## config.mk

```make
export PLATFORM = sky130hd
export DESIGN_NAME = flash_cmd_decoder
export DESIGN_NICKNAME = d
export VERILOG_FILES = /design/src/rtl/fcd_pkg.sv /design/src/rtl/fcd_sequencer.sv /design/src/rtl/fcd_read_path.sv /design/src/rtl/flash_cmd_decoder.sv
export SDC_FILE = /design/constraint.sdc
export NUM_CORES = 1
export LEC_CHECK = 0
export BUFFER_PORTS_ARGS = -buffer_cell sky130_fd_sc_hd__buf_2
export CAP_MARGIN = 25
export CORE_AREA = 3 3 72 74
export DETAILED_ROUTE_END_ITERATION = 16
export DIE_AREA = 0 0 75 77
export HOLD_SLACK_MARGIN = 0.03
export PLACE_DENSITY = 0.73
export SLEW_MARGIN = 20
export SYNTH_ARGS = -nofsm -noshare
export SYNTH_HDL_FRONTEND = slang
export SYNTH_SLANG_ARGS = --single-unit
export TNS_END_PERCENT = 20
```

## constraint.sdc

```tcl
create_clock -name clk -period 2.77 [get_ports clk]
set_clock_uncertainty 0.15 [all_clocks]
set_input_delay 0.554 -clock clk [delete_from_list [all_inputs] [get_ports clk]]
set_output_delay 0.554 -clock clk [all_outputs]
set_load 0.02 [all_outputs]
```

## src/rtl/fcd_pkg.sv

```systemverilog
package fcd_pkg;
  localparam int NUM_REQ = 10;

  localparam int REQ_RDARR = 0;
  localparam int REQ_IDENT = 1;
  localparam int REQ_STAT  = 2;
  localparam int REQ_CLR   = 3;
  localparam int REQ_PROG  = 4;
  localparam int REQ_CHIP  = 5;
  localparam int REQ_SECT  = 6;
  localparam int REQ_LOCK  = 7;
  localparam int REQ_UNLK  = 8;
  localparam int REQ_ABORT = 9;

  localparam logic [NUM_REQ-1:0] BUSY_OK_MASK = 10'b10_0000_0100;
  localparam logic [NUM_REQ-1:0] TO_STATUS_MASK = 10'b11_1111_0100;

  localparam logic [7:0] CMD_RESET  = 8'hF0;
  localparam logic [7:0] CMD_IDENT  = 8'h90;
  localparam logic [7:0] CMD_PROG   = 8'hA0;
  localparam logic [7:0] CMD_STAT   = 8'h70;
  localparam logic [7:0] CMD_CLR    = 8'h50;
  localparam logic [7:0] CMD_ABORT  = 8'hE0;
  localparam logic [7:0] CMD_ESETUP = 8'h80;
  localparam logic [7:0] CMD_LSETUP = 8'h60;
  localparam logic [7:0] CMD_CHIP   = 8'h10;
  localparam logic [7:0] CMD_SECT   = 8'h30;
  localparam logic [7:0] CMD_LOCK   = 8'h20;
  localparam logic [7:0] CMD_UNLK   = 8'h40;

  localparam logic [7:0] KEY_LEAD   = 8'hAA;
  localparam logic [7:0] KEY_SECOND = 8'h55;

  typedef enum logic [1:0] {
    SEL_ARRAY  = 2'd0,
    SEL_IDENT  = 2'd1,
    SEL_STATUS = 2'd2
  } rsel_t;

  typedef enum logic [3:0] {
    ST_IDLE, ST_U1, ST_U2,
    ST_E0, ST_E1, ST_E2,
    ST_L0, ST_L1, ST_L2
  } step_t;
endpackage

```

## src/rtl/fcd_sequencer.sv

```systemverilog
module fcd_sequencer
  import fcd_pkg::*;
#(
  parameter int ADDR_W  = 20,
  parameter int DATA_W  = 16,
  parameter int MATCH_W = 15,
  parameter int SECT_W  = 5
) (
  input  logic               clk,
  input  logic               rst,
  input  logic               wr_stb,
  input  logic [ADDR_W-1:0]  wr_addr,
  input  logic [DATA_W-1:0]  wr_data,
  input  logic               busy_i,
  output logic [NUM_REQ-1:0] req_o,
  output logic [ADDR_W-1:0]  req_addr
);
  localparam logic [MATCH_W-1:0] ADR_KEY  = MATCH_W'('h5555);
  localparam logic [MATCH_W-1:0] ADR_ALT  = MATCH_W'('h2AAA);

  step_t               step_q, step_d;
  logic [NUM_REQ-1:0]  fire;
  logic [7:0]          cmd;
  logic [MATCH_W-1:0]  low_addr;
  logic [SECT_W-1:0]   sect;
  logic                at_key, is_lead, is_second, sect_ok;
  logic                unused_hi;

  assign cmd       = wr_data[7:0];
  assign unused_hi = ^wr_data[DATA_W-1:8];
  assign low_addr  = wr_addr[MATCH_W-1:0];
  assign sect      = wr_addr[ADDR_W-1 -: SECT_W];
  assign at_key    = (low_addr == ADR_KEY);
  assign is_lead   = at_key && (cmd == KEY_LEAD);
  assign is_second = (low_addr == ADR_ALT) && (cmd == KEY_SECOND);
  assign sect_ok   = (&sect) || (sect == '0);

  always_comb begin
    step_d = step_q;
    fire   = '0;
    if (wr_stb) begin
      step_d = is_lead ? ST_U1 : ST_IDLE;
      case (step_q)
        ST_U1: if (is_second) step_d = ST_U2;
        ST_U2: begin
          if (at_key) begin
            case (cmd)
              CMD_RESET:  fire[REQ_RDARR] = !busy_i;
              CMD_IDENT:  fire[REQ_IDENT] = !busy_i;
              CMD_PROG:   fire[REQ_PROG]  = !busy_i;
              CMD_CLR:    fire[REQ_CLR]   = !busy_i;
              CMD_STAT:   fire[REQ_STAT]  = 1'b1;
              CMD_ABORT:  fire[REQ_ABORT] = 1'b1;
              CMD_ESETUP: if (!busy_i) step_d = ST_E0;
              CMD_LSETUP: if (!busy_i) step_d = ST_L0;
              default: ;
            endcase
          end
        end
        ST_E0: if (is_lead) step_d = ST_E1;
        ST_E1: if (is_second) step_d = ST_E2;
        ST_E2: begin
          if (!busy_i) begin
            if (cmd == CMD_CHIP && at_key) fire[REQ_CHIP] = 1'b1;
            else if (cmd == CMD_SECT)      fire[REQ_SECT] = 1'b1;
          end
        end
        ST_L0: if (is_lead) step_d = ST_L1;
        ST_L1: if (is_second) step_d = ST_L2;
        ST_L2: begin
          if (!busy_i && sect_ok) begin
            if (cmd == CMD_LOCK)      fire[REQ_LOCK] = 1'b1;
            else if (cmd == CMD_UNLK) fire[REQ_UNLK] = 1'b1;
          end
        end
        default: ;
      endcase
    end
  end

  always_ff @(posedge clk) begin
    if (rst) begin
      step_q   <= ST_IDLE;
      req_o    <= '0;
      req_addr <= '0;
    end else begin
      step_q <= step_d;
      req_o  <= fire;
      if (|fire) req_addr <= wr_addr;
    end
  end


  req_onehot_chk: assert property (@(posedge clk) disable iff (rst)
    $onehot0(req_o));


  req_needs_stb_chk: assert property (@(posedge clk) disable iff (rst)
    (|req_o) |-> $past(wr_stb));


  busy_filter_chk: assert property (@(posedge clk) disable iff (rst)
    ((|req_o) && $past(busy_i)) |-> ((req_o & ~BUSY_OK_MASK) == '0));


  lock_sector_chk: assert property (@(posedge clk) disable iff (rst)
    (req_o[REQ_LOCK] || req_o[REQ_UNLK]) |->
      ((&req_addr[ADDR_W-1 -: SECT_W]) || (req_addr[ADDR_W-1 -: SECT_W] == '0)));


  addr_hold_chk: assert property (@(posedge clk) disable iff (rst)
    !(|req_o) |-> $stable(req_addr));
endmodule

```

## src/rtl/fcd_read_path.sv

```systemverilog
module fcd_read_path
  import fcd_pkg::*;
(
  input  logic               clk,
  input  logic               rst,
  input  logic [NUM_REQ-1:0] req_i,
  output logic [1:0]         read_sel
);
  rsel_t sel_q;

  always_ff @(posedge clk) begin
    if (rst)                            sel_q <= SEL_ARRAY;
    else if (req_i[REQ_RDARR])          sel_q <= SEL_ARRAY;
    else if (req_i[REQ_IDENT])          sel_q <= SEL_IDENT;
    else if (|(req_i & TO_STATUS_MASK)) sel_q <= SEL_STATUS;
  end

  assign read_sel = sel_q;


  sel_after_reset_chk: assert property (@(posedge clk) disable iff (rst)
    $past(rst) |-> (read_sel == SEL_ARRAY));


  sel_quiet_chk: assert property (@(posedge clk) disable iff (rst)
    !$past(|req_i) |-> $stable(read_sel));


  sel_prog_status_chk: assert property (@(posedge clk) disable iff (rst)
    $past(req_i[REQ_PROG]) |-> (read_sel == SEL_STATUS));
endmodule

```

## src/rtl/flash_cmd_decoder.sv

```systemverilog
module flash_cmd_decoder
  import fcd_pkg::*;
#(
  parameter int ADDR_W  = 20,
  parameter int DATA_W  = 16,
  parameter int MATCH_W = 15,
  parameter int SECT_W  = 5
) (
  input  logic              clk,
  input  logic              rst,
  input  logic              wr_stb,
  input  logic [ADDR_W-1:0] wr_addr,
  input  logic [DATA_W-1:0] wr_data,
  input  logic              busy_i,
  output logic [9:0]        req_o,
  output logic [ADDR_W-1:0] req_addr,
  output logic [1:0]        read_sel
);
  logic [NUM_REQ-1:0] req_w;

  fcd_sequencer #(
    .ADDR_W(ADDR_W), .DATA_W(DATA_W), .MATCH_W(MATCH_W), .SECT_W(SECT_W)
  ) u_seq (
    .clk(clk), .rst(rst), .wr_stb(wr_stb), .wr_addr(wr_addr),
    .wr_data(wr_data), .busy_i(busy_i), .req_o(req_w), .req_addr(req_addr)
  );

  fcd_read_path u_rpath (
    .clk(clk), .rst(rst), .req_i(req_w), .read_sel(read_sel)
  );

  assign req_o = req_w;
endmodule

```

# == Word level (Yosys, flattened, before mapping) ==
# Cells that the tools add are included.
# totals
register_bits,36
latchBits,0
mem_bits_rw,0
romBits,0
in_bits,40
output_inout_bits,32
word_cells,76
memories,0
# classes
addsub,0
multipliers,0
div,0
n_lt_le_gt_ge,0
eq_ne,24
n_shift,0
n_mux,34
n_bitwise,0
reduce_logical,13
# op_table
cell,n
$eq 8x8->1 const B,6
$eq 8x7->1 const B,5
$mux 4,8
$pmux 4 s6,1
$mux 1,17
$eq 4x3->1 const B,4
$eq 8x6->1 const B,2
$eq 15x14->1 const B,1
$eq 15x15->1 const B,1
$mux 10,1
$mux 5,2
$reduce_or 10->1,1
$eq 4x2->1 const B,2
$eq 8x5->1 const B,1
$mux 2,4
$pmux 4 s2,1
$reduce_or 7->1,1
$logic_not 5->1,1
$reduce_and 5->1,1
$eq 4x1->1 const B,1
$eq 4x4->1 const B,1
$logic_and 1x1->1,4
$reduce_or 3->1,1
$reduce_bool 2->1,1
other kinds (3),3

# == Depth between registers and ports, before layout ==
# logic_depth
word_depth,7
ltp_mapped,7
depth_no_buf,5

# == By module ==
# From an unflattened synthesis, not the netlist that was laid out.
# hier_totals
hier_cells,233
area_unflattened_um2,1980.6
# by_module_without_submodules
module,n_inst,cells_each,area_per_inst_um2,seq_area_each_um2
fcd_sequencer,1,224,1884.3,680.7
fcd_read_path,1,9,96.3,40.0

# == Least setup slack after synthesis ==
# OpenSTA, ideal clock, no wires.
# synth_timing
path_type,input to register
start,in wr_addr[2]
end,reg u_seq.step_q[0]
setup_ps,74
arrival_time_ps,2091
required_time_ps,2546
setup_slack_ps,454
path_stages,5
cell_sequence,or4b_1 -> or4_4 -> nor4_4 -> o211ai_2 -> a31oi_1
# synth_between
elab_chain_cells,7
# synth_rtl
item,line,source
from (decl),flash_cmd_decoder.sv:12,"input logic [ADDR_W-1:0] wr_addr,"
$eq 15x15->1,fcd_sequencer.sv:33,assign at_key = (low_addr == ADR_KEY);
$logic_and 1x1->1,fcd_sequencer.sv:34,assign is_lead = at_key && (cmd == KEY_LEAD);
$mux 1,fcd_sequencer.sv:42,step_d = is_lead ? ST_U1 : ST_IDLE;
"$mux 4, on equally long branches","fcd_sequencer.sv:55, fcd_sequencer.sv:54",
$pmux 4 s2,fcd_sequencer.sv:47,case (cmd)
$mux 4,fcd_sequencer.sv:46,if (at_key) begin
$pmux 4 s6 *,fcd_sequencer.sv:43,case (step_q)
to (signal assigned),fcd_sequencer.sv:87,step_q <= step_d;
to (decl),fcd_sequencer.sv:21,"step_t step_q, step_d;"
# Mark *: on every way between the ends. The rest lies on a longest branch, timed or not.
# A chain may end at the register's enable or synchronous reset.

# == Worst setup path in the final report ==
# layout_timing
start,reg u_seq.step_q[0]
end,reg u_seq.req_addr[5]
# layout_between
elab_chain_cells,4
# layout_rtl
item,line,source
"$eq 4x2->1, or another cell as far along",fcd_sequencer.sv:43,
"$mux 5, or another cell as far along",fcd_sequencer.sv:43,
$mux 10 *,fcd_sequencer.sv:41,if (wr_stb) begin
$reduce_or 10->1 *,fcd_sequencer.sv:89,if (|fire) req_addr <= wr_addr;
to (signal assigned),fcd_sequencer.sv:89,
to (decl),fcd_sequencer.sv:16,output logic [ADDR_W-1:0] req_addr
# Marks and branches as above.

==> impl_summary.txt <==
----------------------------------------------------
[Outcome]
  Result of the run ... finished clean

[Detailed routing]
  DRC violation count after routing ... 0
  Number of iterations in the first detailed-routing pass ... 4
  Vias per cell ... 5.39
  Detailed-route wire length ... 4.98 mm
  Routed vias ... 1886
  Antenna Nets Post-Route ... 0
  DRC marker count from the first detailed-route iteration ... 104
  Average wire per standard cell ... 14.2 µm

[Setup path]
  Kind of end point of the critical path ... flop
  Master of the slowest instance on the critical path ... dfxtp_1
  Largest fanout of any net on the critical path ... 13
  RR Startpoint ... u_seq.step_q[0]$_SDFFE_PP0P_
  Largest stage delay, worst path ... 0.59 ns
  Setup Crit Path Kind ... reg -> reg
  Worst Reg2Reg Path Length in Cells ... 7
  Worst setup SP type ... flop
  Arrival time at the worst endpoint ... 2.37 ns
  WP data required ... 2.79 ns
  Setup crit start ... u_seq.step_q[0]$_SDFFE_PP0P_
  Cell Chain, Critical Path ... nor2b_1, nand3_1, a2111oi_0, buf_4, a211oi_4, buf_12, mux2i_1

[Cells and area]
  Most common library cell in the layout ignoring fill and taps ... buf_2
  Share of cells above drive strength 1 ... 0.304
  Post-layout net count ... 335
  Synthesis-to-finish area growth ... 23.7%
  Count of placed standard cells in the final layout, fillers left out ... 350
  Commonest non-fill, non-tap cells in the layout ... buf_2 (63), nand2b_1 (42), dfxtp_1 (36)
  Count of antenna diodes in the layout ... 0
  Finished Core Util ... 0.541

[Clock network]
  Clock Latency Late Sink ... 0.29 ns
  Number of buffers created by CTS ... 5
  Root cell of the clock tree ... clkbuf_8
  Clock sink count ... 36
  Count of hold-fix buffers inserted at cts ... 0
  Post-CTS sizing ... 0
  TritonCTS clock tree ... done
  Maximum level of the CTS H-tree ... 2
  Longest Clk Path Bufs ... 2
  Post-CTS repair timing setup buffer count ... 0
  CTS clk-pin slew, worst paths ... 0.08 ns

[Timing]
  Count of final max-slew check failures ... 0
  Final number of setup-violating endpoints ... 0
  Final critical delay including setup and external delays ... 2.35 ns
  Number of hold violations in the final report ... 0
  Max_slew headroom ... 0.583
  Setup repair after global routing missed its margin ... no
  Fin Setup TNS ... 0 ns
  Peak clock frequency supported by timing ... 426 MHz
  Post-route fraction of the period consumed by the critical path ... 0.847
  Pin slew with the least headroom to its limit ... 0.623 ns

[Synthesis]
  Share of the yosys chip area belonging to registers ... 0.354
  Post-synth cell types ... 50
  Synthesized Nets ... 271
  Multiplexer fraction of the synthesized cell area ... 0.103
  Fraction of the mapped netlist area in simple logic gates ... 0.412
  Async set-reset flop share out of synthesis ... 0
  Synthesized-area fraction occupied by ao, oa, aoi and oai cells ... 0.0767
  EDFF count, synth ... 0
  Post-Synth XOR/XNOR Area ... 0.00859
  Synthesized netlist cell count ... 231
  Average instance area after synthesis ... 8.82 µm²
  Dominant combinational cell family by area after synthesis ... simple AND/OR/NAND/NOR gates
  Number of synthesized register bits ... 36
  Primary flip-flop cell chosen by synthesis mapping ... dfxtp_1
  Area share of fa/ha/maj cells after synthesis ... 0
  Warnings from Yosys ... 0
  Mapped cell area ... 2040 µm²

[Placed design]
  Final HPWL DP ... 3.70 mm
  Cell Count Post-Placement ... 342
  Count of input and output buffers ... 63
  Routability cong. ... 0.909

[Hold path]
  Hold/Removal Path Class ... reg -> reg
  Worst hold path stage count ... 1
  Origin of the worst min-delay path ... u_seq.req_o[1]$_SDFF_PP0_

[Global route]
  Pin count of the biggest net entering global routing ... 27
  Total overflow reported by the global router ... 0
  Number of global-route vias before repair ... 1799
  Antenna violations before repair ... 0
  Global-route total usage across every layer ... 0.176
  Global-route wire length before repair ... 8.20 mm

[Power]
  Cell leakage power ... 0.00120 µW
  Total power per unit cell area ... 409 nW/µm²
  VDD IR-drop max ... 206 µV

[Floorplan]
  Std-Cell Core Area ... 4660 µm²
  Initial standard-cell utilization of the core ... 0.437
  Std-Cell Rows ... 25
  Die X ... 75 µm
  Boundary pin count ... 72
  Vert. Die Dim ... 77 µm
  Die footprint ... 5780 µm²

[Job]
  Max-cap violations ... 0

----------------------------------------------------
layout make-up:
cell class / count / area, µm²
Fill cell: 437 / 2140
Clock buffer: 8 / 90.1
Timing Repair Buffer: 72 / 395
Sequential cell: 36 / 721
Tap cell: 54 / 67.6
Multi-Input combinational cell: 177 / 1240
Inverter: 3 / 11.3
registers in the layout, summed over array words and instances (netlist names):
register,flops
u_seq.req_addr,20
u_rpath.read_sel,2
u_seq.step_q,4
u_seq.req_o,10
cell usage after synthesis, types with 2 or more instances:
| cell type | n | area, µm² |
|---|---|---|
| a211oi_1 | 2 | 15.0 |
| a21oi_1 | 2 | 10.0 |
| a31oi_1 | 2 | 12.5 |
| a32oi_1 | 2 | 17.5 |
| and4b_1 | 3 | 30.0 |
| buf_2 | 3 | 15.0 |
| buf_4 | 2 | 15.0 |
| buf_6 | 2 | 22.5 |
| clkbuf_1 | 8 | 30.0 |
| dfxtp_1 | 36 | 721 |
| inv_1 | 3 | 11.3 |
| mux2i_1 | 21 | 210 |
| nand2_1 | 8 | 30.0 |
| nand2b_1 | 42 | 263 |
| nand3_1 | 4 | 20.0 |
| nand3b_1 | 2 | 15.0 |
| nand4_1 | 6 | 37.5 |
| nand4b_1 | 3 | 26.3 |
| nor2_1 | 21 | 78.8 |
| nor2b_1 | 4 | 25.0 |
| nor3_1 | 10 | 50.1 |
| nor3b_1 | 2 | 15.0 |
| nor4_1 | 6 | 37.5 |
| nor4b_1 | 3 | 26.3 |
| nor4bb_1 | 3 | 30.0 |
| o21ai_0 | 3 | 15.0 |
| o21ai_1 | 2 | 10.0 |
| or3_1 | 2 | 12.5 |
| or4_1 | 2 | 15.0 |
| xor2_1 | 2 | 17.5 |
path summary, 6_finish.rpt:
kind	endpoint	slack, ns
setup / recovery	u_seq.req_addr[5]$_SDFFE_PP0P_	0.42
hold / removal	u_rpath.read_sel[1]$_SDFFE_PP0P_	0.32
setup reg to reg	u_seq.req_addr[5]$_SDFFE_PP0P_	0.42
hold reg to reg	u_rpath.read_sel[1]$_SDFFE_PP0P_	0.32
where the power goes:
part | internal, µW | total [µW] | switching [µW]
Clock | 203 | 386 | 183
Sequential | 519 | 525 | 5.59
Combinational | 54.2 | 120 | 65.5
metal layers:
metal,track usage,wire [µm],part of all wire
met5,0,0,0
met4,0.0498,33,0.0066
met3,0.0393,325,0.065
met2,0.269,2230,0.45
met1,0.244,2400,0.48
cell families (layout without fill, tap and decap cells):
logic type,after synthesis,in the layout
AO/OA/AOI/OAI,21,21
buffers and inverters,18,83
XOR/XNOR,2,2
flip-flops,36,36
multiplexers,21,21
AND/OR/NAND/NOR,133,133
stage by stage:
stage / cell area (µm²) / power [µW] / worst slack, ns / hold slack (ns)
after floorplan: 2040 / 604 / 0.454 / 0.393
after global placement: 2430 / 653 / 0.213 / 0.285
after detailed placement: 2430 / 655 / 0.213 / 0.292
after CTS: 2520 / 1040 / 0.493 / 0.314
after global routing: 2520 / 1070 / 0.323 / 0.341
final: 2520 / 1030 / 0.423 / 0.322
critical path, delay by kind of cell (launching register included):
kind	cells	cell delay (ns)
DFF	1	0.59
AOI/OAI and AO/OA	2	0.55
buffers and inverters	2	0.41
muxes	1	0.12
and+or+nand+nor	2	0.40
Power figures use the tool's default switching activity.
